===== config.mk =====
export PLATFORM = sky130hd
export DESIGN_NAME = cpwm_gate
export DESIGN_NICKNAME = d
export VERILOG_FILES = /design/src/rtl/cpwm_pkg.sv /design/src/rtl/cpwm_carrier.sv /design/src/rtl/cpwm_softstart.sv /design/src/rtl/cpwm_trip.sv /design/src/rtl/cpwm_gate.sv
export SDC_FILE = /design/constraint.sdc
export NUM_CORES = 1
export LEC_CHECK = 0
export BUFFER_PORTS_ARGS = -buffer_cell sky130_fd_sc_hd__buf_4
export CELL_PAD_IN_SITES_DETAIL_PLACEMENT = 0
export CELL_PAD_IN_SITES_GLOBAL_PLACEMENT = 2
export CORE_MARGIN = 4
export CORE_UTILIZATION = 42
export CTS_CLUSTER_SIZE = 40
export DETAILED_ROUTE_END_ITERATION = 10
export HOLD_SLACK_MARGIN = 0.08
export PLACE_DENSITY_LB_ADDON = 0.08
export SLEW_MARGIN = 30
export SYNTH_ARGS = -nofsm -noshare
export SYNTH_HDL_FRONTEND = slang
export SYNTH_SLANG_ARGS = --single-unit

===== constraint.sdc =====
create_clock -name clk_i -period 14.4 [get_ports clk_i]
set_input_delay 1.44 -clock clk_i [delete_from_list [all_inputs] [get_ports clk_i]]
set_output_delay 1.44 -clock clk_i [all_outputs]
set_load 0.03 [all_outputs]

===== src/rtl/cpwm_pkg.sv =====
package cpwm_pkg;

  typedef enum logic {CNT_UP = 1'b0, CNT_DN = 1'b1} cnt_dir_e;

  // Period values below two would leave the carrier with no down slope.
  function automatic int unsigned legal_period(int unsigned p);
    return (p < 2) ? 2 : p;
  endfunction

  // Hard duty ceiling as a fixed fraction num / 2**sh of the peak value.
  function automatic int unsigned duty_ceiling_of(int unsigned p, int unsigned num,
                                                  int unsigned sh);
    return (p * num) >> sh;
  endfunction

  function automatic int unsigned min3(int unsigned a, int unsigned b, int unsigned c);
    int unsigned m;
    m = (a < b) ? a : b;
    return (m < c) ? m : c;
  endfunction

  // One soft-start increment, saturating at the hard limit.
  function automatic int unsigned ramp_next(int unsigned cur, int unsigned step,
                                            int unsigned lim);
    return (cur + step > lim) ? lim : cur + step;
  endfunction

endpackage


===== src/rtl/cpwm_carrier.sv =====
module cpwm_carrier
  import cpwm_pkg::*;
#(
  parameter int CW = 10
) (
  input  logic          clk_i,
  input  logic          rst_ni,
  input  logic          en_i,
  input  logic [CW-1:0] per_i,
  output logic [CW-1:0] cnt_o,
  output logic          valley_o,
  output logic          peak_o
);

  cnt_dir_e      dir_q;
  logic [CW-1:0] cnt_q;

  always_ff @(posedge clk_i or negedge rst_ni) begin
    if (!rst_ni) begin
      cnt_q <= '0;
      dir_q <= CNT_UP;
    end else if (!en_i) begin
      cnt_q <= '0;
      dir_q <= CNT_UP;
    end else if (dir_q == CNT_UP) begin
      if (cnt_q >= per_i) begin
        cnt_q <= cnt_q - 1'b1;
        dir_q <= CNT_DN;
      end else begin
        cnt_q <= cnt_q + 1'b1;
      end
    end else begin
      cnt_q <= cnt_q - 1'b1;
      if (cnt_q == CW'(1)) dir_q <= CNT_UP;
    end
  end

  assign cnt_o    = cnt_q;
  assign valley_o = (cnt_q == '0);
  assign peak_o   = (cnt_q == per_i);

endmodule


===== src/rtl/cpwm_softstart.sv =====
module cpwm_softstart
  import cpwm_pkg::*;
#(
  parameter int CW           = 10,
  parameter int SW           = 6,
  parameter int RAMP_PERIODS = 4
) (
  input  logic          clk_i,
  input  logic          rst_ni,
  input  logic          en_i,
  input  logic          valley_i,
  input  logic [SW-1:0] step_i,
  input  logic [CW-1:0] lim_i,
  output logic [CW-1:0] ceil_o,
  output logic          done_o
);

  localparam int RCW = (RAMP_PERIODS > 1) ? $clog2(RAMP_PERIODS) : 1;
  localparam logic [RCW-1:0] RC_LAST = RCW'(RAMP_PERIODS - 1);

  logic [RCW-1:0] rc_q;
  logic [CW-1:0]  ceil_q;

  always_ff @(posedge clk_i or negedge rst_ni) begin
    if (!rst_ni) begin
      rc_q   <= '0;
      ceil_q <= '0;
    end else if (!en_i) begin
      rc_q   <= '0;
      ceil_q <= '0;
    end else if (valley_i) begin
      if (rc_q == RC_LAST) begin
        rc_q   <= '0;
        ceil_q <= CW'(ramp_next(32'(ceil_q), 32'(step_i), 32'(lim_i)));
      end else begin
        rc_q <= rc_q + 1'b1;
      end
    end
  end

  assign ceil_o = ceil_q;
  assign done_o = (ceil_q >= lim_i);

endmodule


===== src/rtl/cpwm_trip.sv =====
module cpwm_trip (
  input  logic clk_i,
  input  logic rst_ni,
  input  logic en_i,
  input  logic valley_i,
  input  logic oc_i,
  input  logic clr_i,
  output logic trip_o,
  output logic flag_o
);

  logic trip_q;
  logic flag_q;
  logic trip_event;

  assign trip_event = en_i && !valley_i && oc_i;

  always_ff @(posedge clk_i or negedge rst_ni) begin
    if (!rst_ni) begin
      trip_q <= 1'b0;
      flag_q <= 1'b0;
    end else begin
      if (!en_i || valley_i) trip_q <= 1'b0;
      else if (oc_i)         trip_q <= 1'b1;
      flag_q <= trip_event | (flag_q & ~clr_i);
    end
  end

  assign trip_o = trip_q;
  assign flag_o = flag_q;

endmodule


===== src/rtl/cpwm_gate.sv =====
module cpwm_gate
  import cpwm_pkg::*;
#(
  parameter int CW           = 10,
  parameter int SW           = 6,
  parameter int RAMP_PERIODS = 4,
  parameter int LIM_NUM      = 166,
  parameter int LIM_SH       = 8
) (
  input  logic          clk_i,
  input  logic          rst_ni,
  input  logic          en_i,
  input  logic [CW-1:0] duty_i,
  input  logic [CW-1:0] period_i,
  input  logic [SW-1:0] ramp_step_i,
  input  logic          oc_i,
  input  logic          trip_clr_i,
  output logic          gate_o,
  output logic          adc_trig_o,
  output logic          trip_active_o,
  output logic          trip_flag_o,
  output logic          ramp_done_o
);

  logic [CW-1:0] cnt;
  logic          valley;
  logic          peak;
  logic [CW-1:0] per_sh;
  logic [CW-1:0] duty_sh;
  logic [CW-1:0] ceil;
  logic [CW-1:0] duty_lim;
  logic [CW-1:0] cmp_eff;
  logic          trip_q;
  logic          above;

  // Shadow capture, valley only.
  always_ff @(posedge clk_i or negedge rst_ni) begin
    if (!rst_ni) begin
      per_sh  <= CW'(2);
      duty_sh <= '0;
    end else if (valley) begin
      per_sh  <= CW'(legal_period(32'(period_i)));
      duty_sh <= duty_i;
    end
  end

  assign duty_lim = CW'(duty_ceiling_of(32'(per_sh), 32'(LIM_NUM), 32'(LIM_SH)));
  assign cmp_eff  = CW'(min3(32'(duty_sh), 32'(ceil), 32'(duty_lim)));

  cpwm_carrier #(.CW(CW)) u_carrier (
    .clk_i    (clk_i),
    .rst_ni   (rst_ni),
    .en_i     (en_i),
    .per_i    (per_sh),
    .cnt_o    (cnt),
    .valley_o (valley),
    .peak_o   (peak)
  );

  cpwm_softstart #(.CW(CW), .SW(SW), .RAMP_PERIODS(RAMP_PERIODS)) u_soft (
    .clk_i    (clk_i),
    .rst_ni   (rst_ni),
    .en_i     (en_i),
    .valley_i (valley),
    .step_i   (ramp_step_i),
    .lim_i    (duty_lim),
    .ceil_o   (ceil),
    .done_o   (ramp_done_o)
  );

  cpwm_trip u_trip (
    .clk_i    (clk_i),
    .rst_ni   (rst_ni),
    .en_i     (en_i),
    .valley_i (valley),
    .oc_i     (oc_i),
    .clr_i    (trip_clr_i),
    .trip_o   (trip_q),
    .flag_o   (trip_flag_o)
  );

  assign above         = ({1'b0, cnt} + {1'b0, cmp_eff}) > {1'b0, per_sh};
  assign gate_o        = en_i && !trip_q && above;
  assign adc_trig_o    = en_i && peak;
  assign trip_active_o = trip_q;

endmodule


== Word level (Yosys, flattened, before mapping) ==
Cells that the tools add are included.

* Add/subtract/negate cells: 5
* Multipliers: 1
* $lt $le $gt $ge: 7
* Equal/unequal tests: 5
* Mux-type cells: 19
* Bitwise operators: 3
* Reductions and logical operators: 12

{| class="wikitable"
|+ Operators with widths
! cell !! count
|-
| 10-bit 2-to-1 mux || 10
|-
| 11-bit by 10-bit > comparator with 1-bit output || 2
|-
| 10-bit greater-or-equal comparator || 2
|-
| 10-bit less-than comparator || 2
|-
| 10-bit by 7-bit multiplier with 17-bit output (second input constant) || 1
|-
| 10-bit by 10-bit adder with 11-bit output || 1
|-
| 10-bit by 6-bit adder with 11-bit output || 1
|-
| 10-bit by 1-bit adder with 10-bit output (second input constant) || 1
|-
| 10-bit by 1-bit equality test with 1-bit output (second input constant) || 1
|-
| 10-bit equality test || 1
|-
| 10-bit logical NOT || 1
|-
| 10-bit by 2-bit less-than comparator with 1-bit output (second input constant) || 1
|-
| 10-bit by 1-bit subtractor with 10-bit output (second input constant) || 1
|-
| 1-bit 2-to-1 mux || 6
|-
| 2-bit 2-to-1 mux || 3
|-
| 1-bit logical AND || 5
|-
| 2-bit by 1-bit inequality test with 1-bit output (second input constant) || 2
|-
| 1-bit logical NOT || 3
|-
| 2-bit by 1-bit adder with 2-bit output (second input constant) || 1
|-
| 2-bit equality test (second input constant) || 1
|-
| 2-bit AND reduction || 1
|-
| 2-bit nonzero test || 1
|-
| 1-bit bitwise AND || 1
|-
| 1-bit logical OR || 1
|-
| 2 further kinds || 2
|}

* Flip-flop bits (word level): 45
* Input port bits: 31
* Output and inout port bits: 5

== Longest topological paths before layout ==
* Depth after elaboration: 7
* Depth in mapped cells: 40
* Depth with buffers taken out: 39

== Modules after synthesis ==
Synthesis repeated with hierarchy kept, for this count alone.

* Cells, all modules: 671
* Area total of the unflattened synthesis: 5,924.4 um2

{| class="wikitable"
|+ By module, submodules not included
! module !! times used !! cells an instance !! area each (um2)
|-
| cpwm_gate || 1 || 354 || 3,261.9
|-
| cpwm_softstart || 1 || 187 || 1,562.7
|-
| cpwm_carrier || 1 || 123 || 1,017.2
|-
| cpwm_trip || 1 || 7 || 82.6
|}

== Worst setup path after synthesis ==
Ideal clock, no wire load.

* Kind: reg2out
* Start point: register per_sh[3]
* End point: output port gate_o
* Arrival: 7.588 ns
* Required time: 12.960 ns
* Slack: 5.372 ns
* Cell stages (with the launch flop): 39
* Path through: dfrtp_1 > ha_1 > inv_1 > fa_1 > inv_1 > ha_1 > inv_1 > fa_1 > inv_1 > ha_1 > and2_1 > o21ai_0 > nand2b_1 > a21oi_1 > xor2_1 > ha_1 > a2111oi_0 > a221oi_1 > (+3 left out) > buf_4 > mux2i_1 > ha_1 > inv_1 > fa_1 > nor2b_1 > a221oi_1 > nor2b_1 > o21ai_0 > a21boi_0 > o21a_1 > nor2_1 > xnor2_1 > ha_1 > nand3_1 > o21ai_0 > a221oi_1 > nor3_1

* Word-level cells in the longest chain between the ends: 6

{| class="wikitable"
|+ Ends and longest elaborated chain
! element !! RTL line !! RTL
|-
| start, declared || cpwm_gate.sv:28 || <nowiki>logic [CW-1:0] per_sh;</nowiki>
|-
| start signal, assigned || cpwm_gate.sv:42 || <nowiki>per_sh <= CW'(legal_period(32'(period_i)));</nowiki>
|-
| 10-bit by 7-bit multiplier with 17-bit output || cpwm_pkg.sv:13 || <nowiki>return (p * num) >> sh;</nowiki>
|-
| 10-bit less-than comparator || cpwm_pkg.sv:19 || <nowiki>return (m < c) ? m : c;</nowiki>
|-
| 10-bit 2-to-1 mux || cpwm_pkg.sv:19 ||
|-
| 10-bit by 10-bit adder with 11-bit output || cpwm_gate.sv:82 || <nowiki>assign above = ({1'b0, cnt} + {1'b0, cmp_eff}) > {1'b0, per_sh};</nowiki>
|-
| 11-bit by 10-bit > comparator with 1-bit output (*) || cpwm_gate.sv:82 ||
|-
| 1-bit logical AND (*) || cpwm_gate.sv:83 || <nowiki>assign gate_o = en_i && !trip_q && above;</nowiki>
|-
| end, declared || cpwm_gate.sv:18 || <nowiki>output logic gate_o,</nowiki>
|}

Every way passes the cells marked *; elsewhere a longest branch is shown, timed or not.

== Worst setup path after layout ==
Ends and elaborated chain as after synthesis.

==> flow_summary.html <==
<table>
<tr><th>Metric</th><th>Value</th></tr>
<tr><th colspan="2">Logic synthesis</th></tr>
<tr><td>Xor and xnor area share after synthesis</td><td>0.0613</td></tr>
<tr><td>Unique cell type count in the Yosys netlist</td><td>67</td></tr>
<tr><td>Post-synthesis share of cell area spent on full adders, half adders and majority gates</td><td>0.304</td></tr>
<tr><td>Synth Area in Compound Gates</td><td>0.157</td></tr>
<tr><td>Ys flop type</td><td>dfrtp_1</td></tr>
<tr><td>Async S/R FF share, synth</td><td>1.00</td></tr>
<tr><td>Post-synthesis simple-gate area fraction</td><td>0.130</td></tr>
<tr><td>Number of flops mapped to enable cells by yosys</td><td>0</td></tr>
<tr><td>Combinational family with the most area after synthesis</td><td>adder cells</td></tr>
<tr><td>Yosys Warn Count</td><td>0</td></tr>
<tr><td>Syn Std Cell Area</td><td>5570 sq um</td></tr>
<tr><td>Avg Inst Size Synth</td><td>9.30 sq um</td></tr>
<tr><td>Mux contribution to synthesized area</td><td>0.0894</td></tr>
<tr><td>Register bit total from synthesis</td><td>45</td></tr>
<tr><td>Synth Net Count</td><td>758</td></tr>
<tr><td>Sequential element share of the synthesized area</td><td>0.202</td></tr>
<tr><td>Number of standard cells after synthesis</td><td>599</td></tr>
<tr><th colspan="2">Setup path</th></tr>
<tr><td>Data required time of the critical path</td><td>12960 ps</td></tr>
<tr><td>Endpoint kind of the worst setup timing path</td><td>output port</td></tr>
<tr><td>Crit Path Class</td><td>reg -&gt; out</td></tr>
<tr><td>Largest stage delay on the critical path</td><td>580 ps</td></tr>
<tr><td>Launching element type of the critical path</td><td>flop</td></tr>
<tr><td>Critical-path cell with the highest stage delay</td><td>a31oi_2</td></tr>
<tr><td>CP Max Fanout</td><td>9</td></tr>
<tr><td>Critical path's most frequent cell</td><td>ha_1</td></tr>
<tr><td>Worst path bufs/invs</td><td>6</td></tr>
<tr><td>Endpoint arrival time on the critical path</td><td>8730 ps</td></tr>
<tr><td>Largest delay share family, worst path</td><td>adder cells</td></tr>
<tr><th colspan="2">Clocking</th></tr>
<tr><td>Setup Buffers After CTS</td><td>0</td></tr>
<tr><td>Hold Buf Count CTS</td><td>0</td></tr>
<tr><td>Clock tree root driver cell</td><td>clkbuf_16</td></tr>
<tr><td>Bufs on Longest Clock Path</td><td>2</td></tr>
<tr><td>Clock slew at reported path FFs</td><td>70 ps</td></tr>
<tr><td>CTS tree</td><td>done</td></tr>
<tr><td>Resized Gates After CTS</td><td>0</td></tr>
<tr><td>Clock latency on the worst-skew pair</td><td>300 ps</td></tr>
<tr><td>Clock sink count</td><td>45</td></tr>
<tr><td>Number of buffers inserted during clock tree synthesis</td><td>5</td></tr>
<tr><td>Number of levels in the clock H-tree</td><td>2</td></tr>
<tr><th colspan="2">Floorplan</th></tr>
<tr><td>Initial Utilization</td><td>0.434</td></tr>
<tr><td>Top-level port count</td><td>36</td></tr>
<tr><td>Horizontal extent of the die</td><td>123 um</td></tr>
<tr><td>Core Footprint</td><td>12800 sq um</td></tr>
<tr><td>Placement row count</td><td>41</td></tr>
<tr><td>Area of the die</td><td>15200 sq um</td></tr>
<tr><td>Die Y</td><td>123 um</td></tr>
<tr><th colspan="2">Global route</th></tr>
<tr><td>Antenna violations before repair</td><td>0</td></tr>
<tr><td>Largest net degree at the start of global routing</td><td>46</td></tr>
<tr><td>GRT overflow</td><td>0</td></tr>
<tr><td>Global router's overall resource usage</td><td>0.197</td></tr>
<tr><td>Vias in the first global route</td><td>4542</td></tr>
<tr><td>Global-route wire length before repair</td><td>23200 um</td></tr>
<tr><th colspan="2">Timing</th></tr>
<tr><td>Highest attainable clock frequency</td><td>98.3 MHz</td></tr>
<tr><td>Final critical-path required period</td><td>10170 ps</td></tr>
<tr><td>Final critical-path share of the clock period</td><td>0.706</td></tr>
<tr><td>Worst slew pin tran</td><td>779 ps</td></tr>
<tr><td>Total Negative Setup Slacks</td><td>0 ps</td></tr>
<tr><td>Final max-slew violation count</td><td>0</td></tr>
<tr><td>Worst slew margin relative to its limit</td><td>0.479</td></tr>
<tr><td>Max Clock Skew</td><td>10.9 ps</td></tr>
<tr><td>Final count of hold timing violations</td><td>0</td></tr>
<tr><td>Setup repair after global routing missed its margin</td><td>false</td></tr>
<tr><td>Final setup violation count</td><td>0</td></tr>
<tr><th colspan="2">Final layout</th></tr>
<tr><td>Register Area</td><td>1130 sq um</td></tr>
<tr><td>Commonest non-fill, non-tap cells in the layout</td><td>117 x ha_1, 64 x inv_1, 44 x dfrtp_1</td></tr>
<tr><td>Antenna cell count</td><td>0</td></tr>
<tr><td>Multi-input gate area</td><td>4140 sq um</td></tr>
<tr><td>Commonest non-fill, non-tap cell in the layout</td><td>ha_1</td></tr>
<tr><td>Area Growth Syn to Fin</td><td>10.8%</td></tr>
<tr><td>Proportion of layout cells with a drive suffix above 1</td><td>0.135</td></tr>
<tr><td>Fillers</td><td>1284</td></tr>
<tr><td>Post-layout net count</td><td>788</td></tr>
<tr><th colspan="2">Route</th></tr>
<tr><td>Number of DRC markers after the initial detailed-route iteration</td><td>194</td></tr>
<tr><td>Remaining antenna violation count after routing</td><td>0</td></tr>
<tr><td>Via-per-instance ratio</td><td>5.47</td></tr>
<tr><td>Via count of the routed design</td><td>4387</td></tr>
<tr><td>Routed wirelength normalized by instance count</td><td>17.3 um</td></tr>
<tr><td>TritonRoute pass-1 iters</td><td>4</td></tr>
<tr><td>Total wirelength of the detailed-routed design</td><td>13800 um</td></tr>
<tr><td>DRC errors left</td><td>0</td></tr>
<tr><th colspan="2">Place</th></tr>
<tr><td>Gp weighted congestion</td><td>0.803</td></tr>
<tr><td>Final HPWL DP</td><td>11300 um</td></tr>
<tr><td>Port bufs</td><td>35</td></tr>
<tr><th colspan="2">Job</th></tr>
<tr><td>Max cap viols</td><td>0</td></tr>
<tr><th colspan="2">Run status</th></tr>
<tr><td>Run status</td><td>finished clean</td></tr>
<tr><th colspan="2">Worst hold path</th></tr>
<tr><td>Class of the tightest hold or removal check</td><td>reg -&gt; reg</td></tr>
</table>
through the flow:
stage	hold slack, ps	std cells	area [sq um]	setup WS (ps)	util
6_report	476	802	6170	4230	0.481
5_1_grt	506	802	6170	3240	0.481
4_1_cts	482	802	6170	4170	0.481
3_5_place_dp	470	794	6000	4520	0.468
3_3_place_gp	472	794	5990	4370	0.467
2_1_floorplan	442	599	5570	5370	-
area by class of cell:
| cell class | instances | area share |
|---|---|---|
| flip-flops and latches | 45 | 0.183 |
| clock inverters | 2 | 0.00608 |
| repair buffers | 37 | 0.0450 |
| inverters | 64 | 0.0389 |
| clock buffers | 6 | 0.0225 |
| multi-input cells | 476 | 0.670 |
| well taps | 172 | 0.0349 |
routing by layer:
layer	vias up	wire length [um]	track usage
met4	0	143	0.0450
met5	-	0	0
met2	61	6760	0.346
met3	8	456	0.0297
met1	2089	6490	0.254
li1	2229	-	-
cell families after synthesis:
| kind of cell | Yosys count |
|---|---|
| muxes | 47 |
| DFF | 45 |
| buffers and inverters | 78 |
| adders and majority gates | 129 |
| xor gates and xnor gates | 36 |
| AOI/OAI and AO/OA | 125 |
| and+or+nand+nor | 139 |
sequential cells by signal, summed over array words and instances (netlist names):
signal           cells
u_trip.trip_o        1
u_soft.rc_q          2
u_carrier.cnt_o     10
per_sh              10
duty_sh             10
u_soft.ceil_o       10
u_carrier.dir_q      1
u_trip.flag_o        1
worst paths after layout:
kind	startpoint	endpoint	slack, ps	cells past startpoint
max	per_sh[3]	gate_o	4230	40
min	u_carrier.dir_q	u_carrier.dir_q	480	1
max reg2reg	per_sh[3]	u_soft.ceil_o[1]	8390	22
min reg2reg	u_carrier.dir_q	u_carrier.dir_q	480	1
max in group asynchronous	rst_ni	u_soft.ceil_o[7]	12810	1
min in group asynchronous	rst_ni	u_carrier.cnt_o[8]	1160	1
synthesized netlist by cell type, drive strengths merged (3+ instances only):
cell type	number	area, sq um
a21oi	32	164
xor2	13	121
nor2b	11	68.8
a21o	9	67.6
dfrtp	44	1100
inv	64	240
o21bai	3	22.5
a221oi	5	43.8
ha	117	1460
nand2b	9	56.3
mux2	22	248
fa	11	220
o21a	6	45.0
xnor2	23	220
nand2	25	96.4
buf	6	43.8
nor3	9	45.0
clkbuf	8	30.0
a22oi	4	30.0
o22ai	4	25.0
nand4	13	81.3
and3	5	31.3
mux2i	25	250
nand3	11	60.1
nor2	36	135
a31oi	6	67.6
o21ai	27	150
nor4	6	43.8
o211ai	7	52.6
a311oi	4	35.0
Power is left out: the tool's default activity adds up to more than one toggle a clock period on the data nets, which glitch-free logic cannot reach.
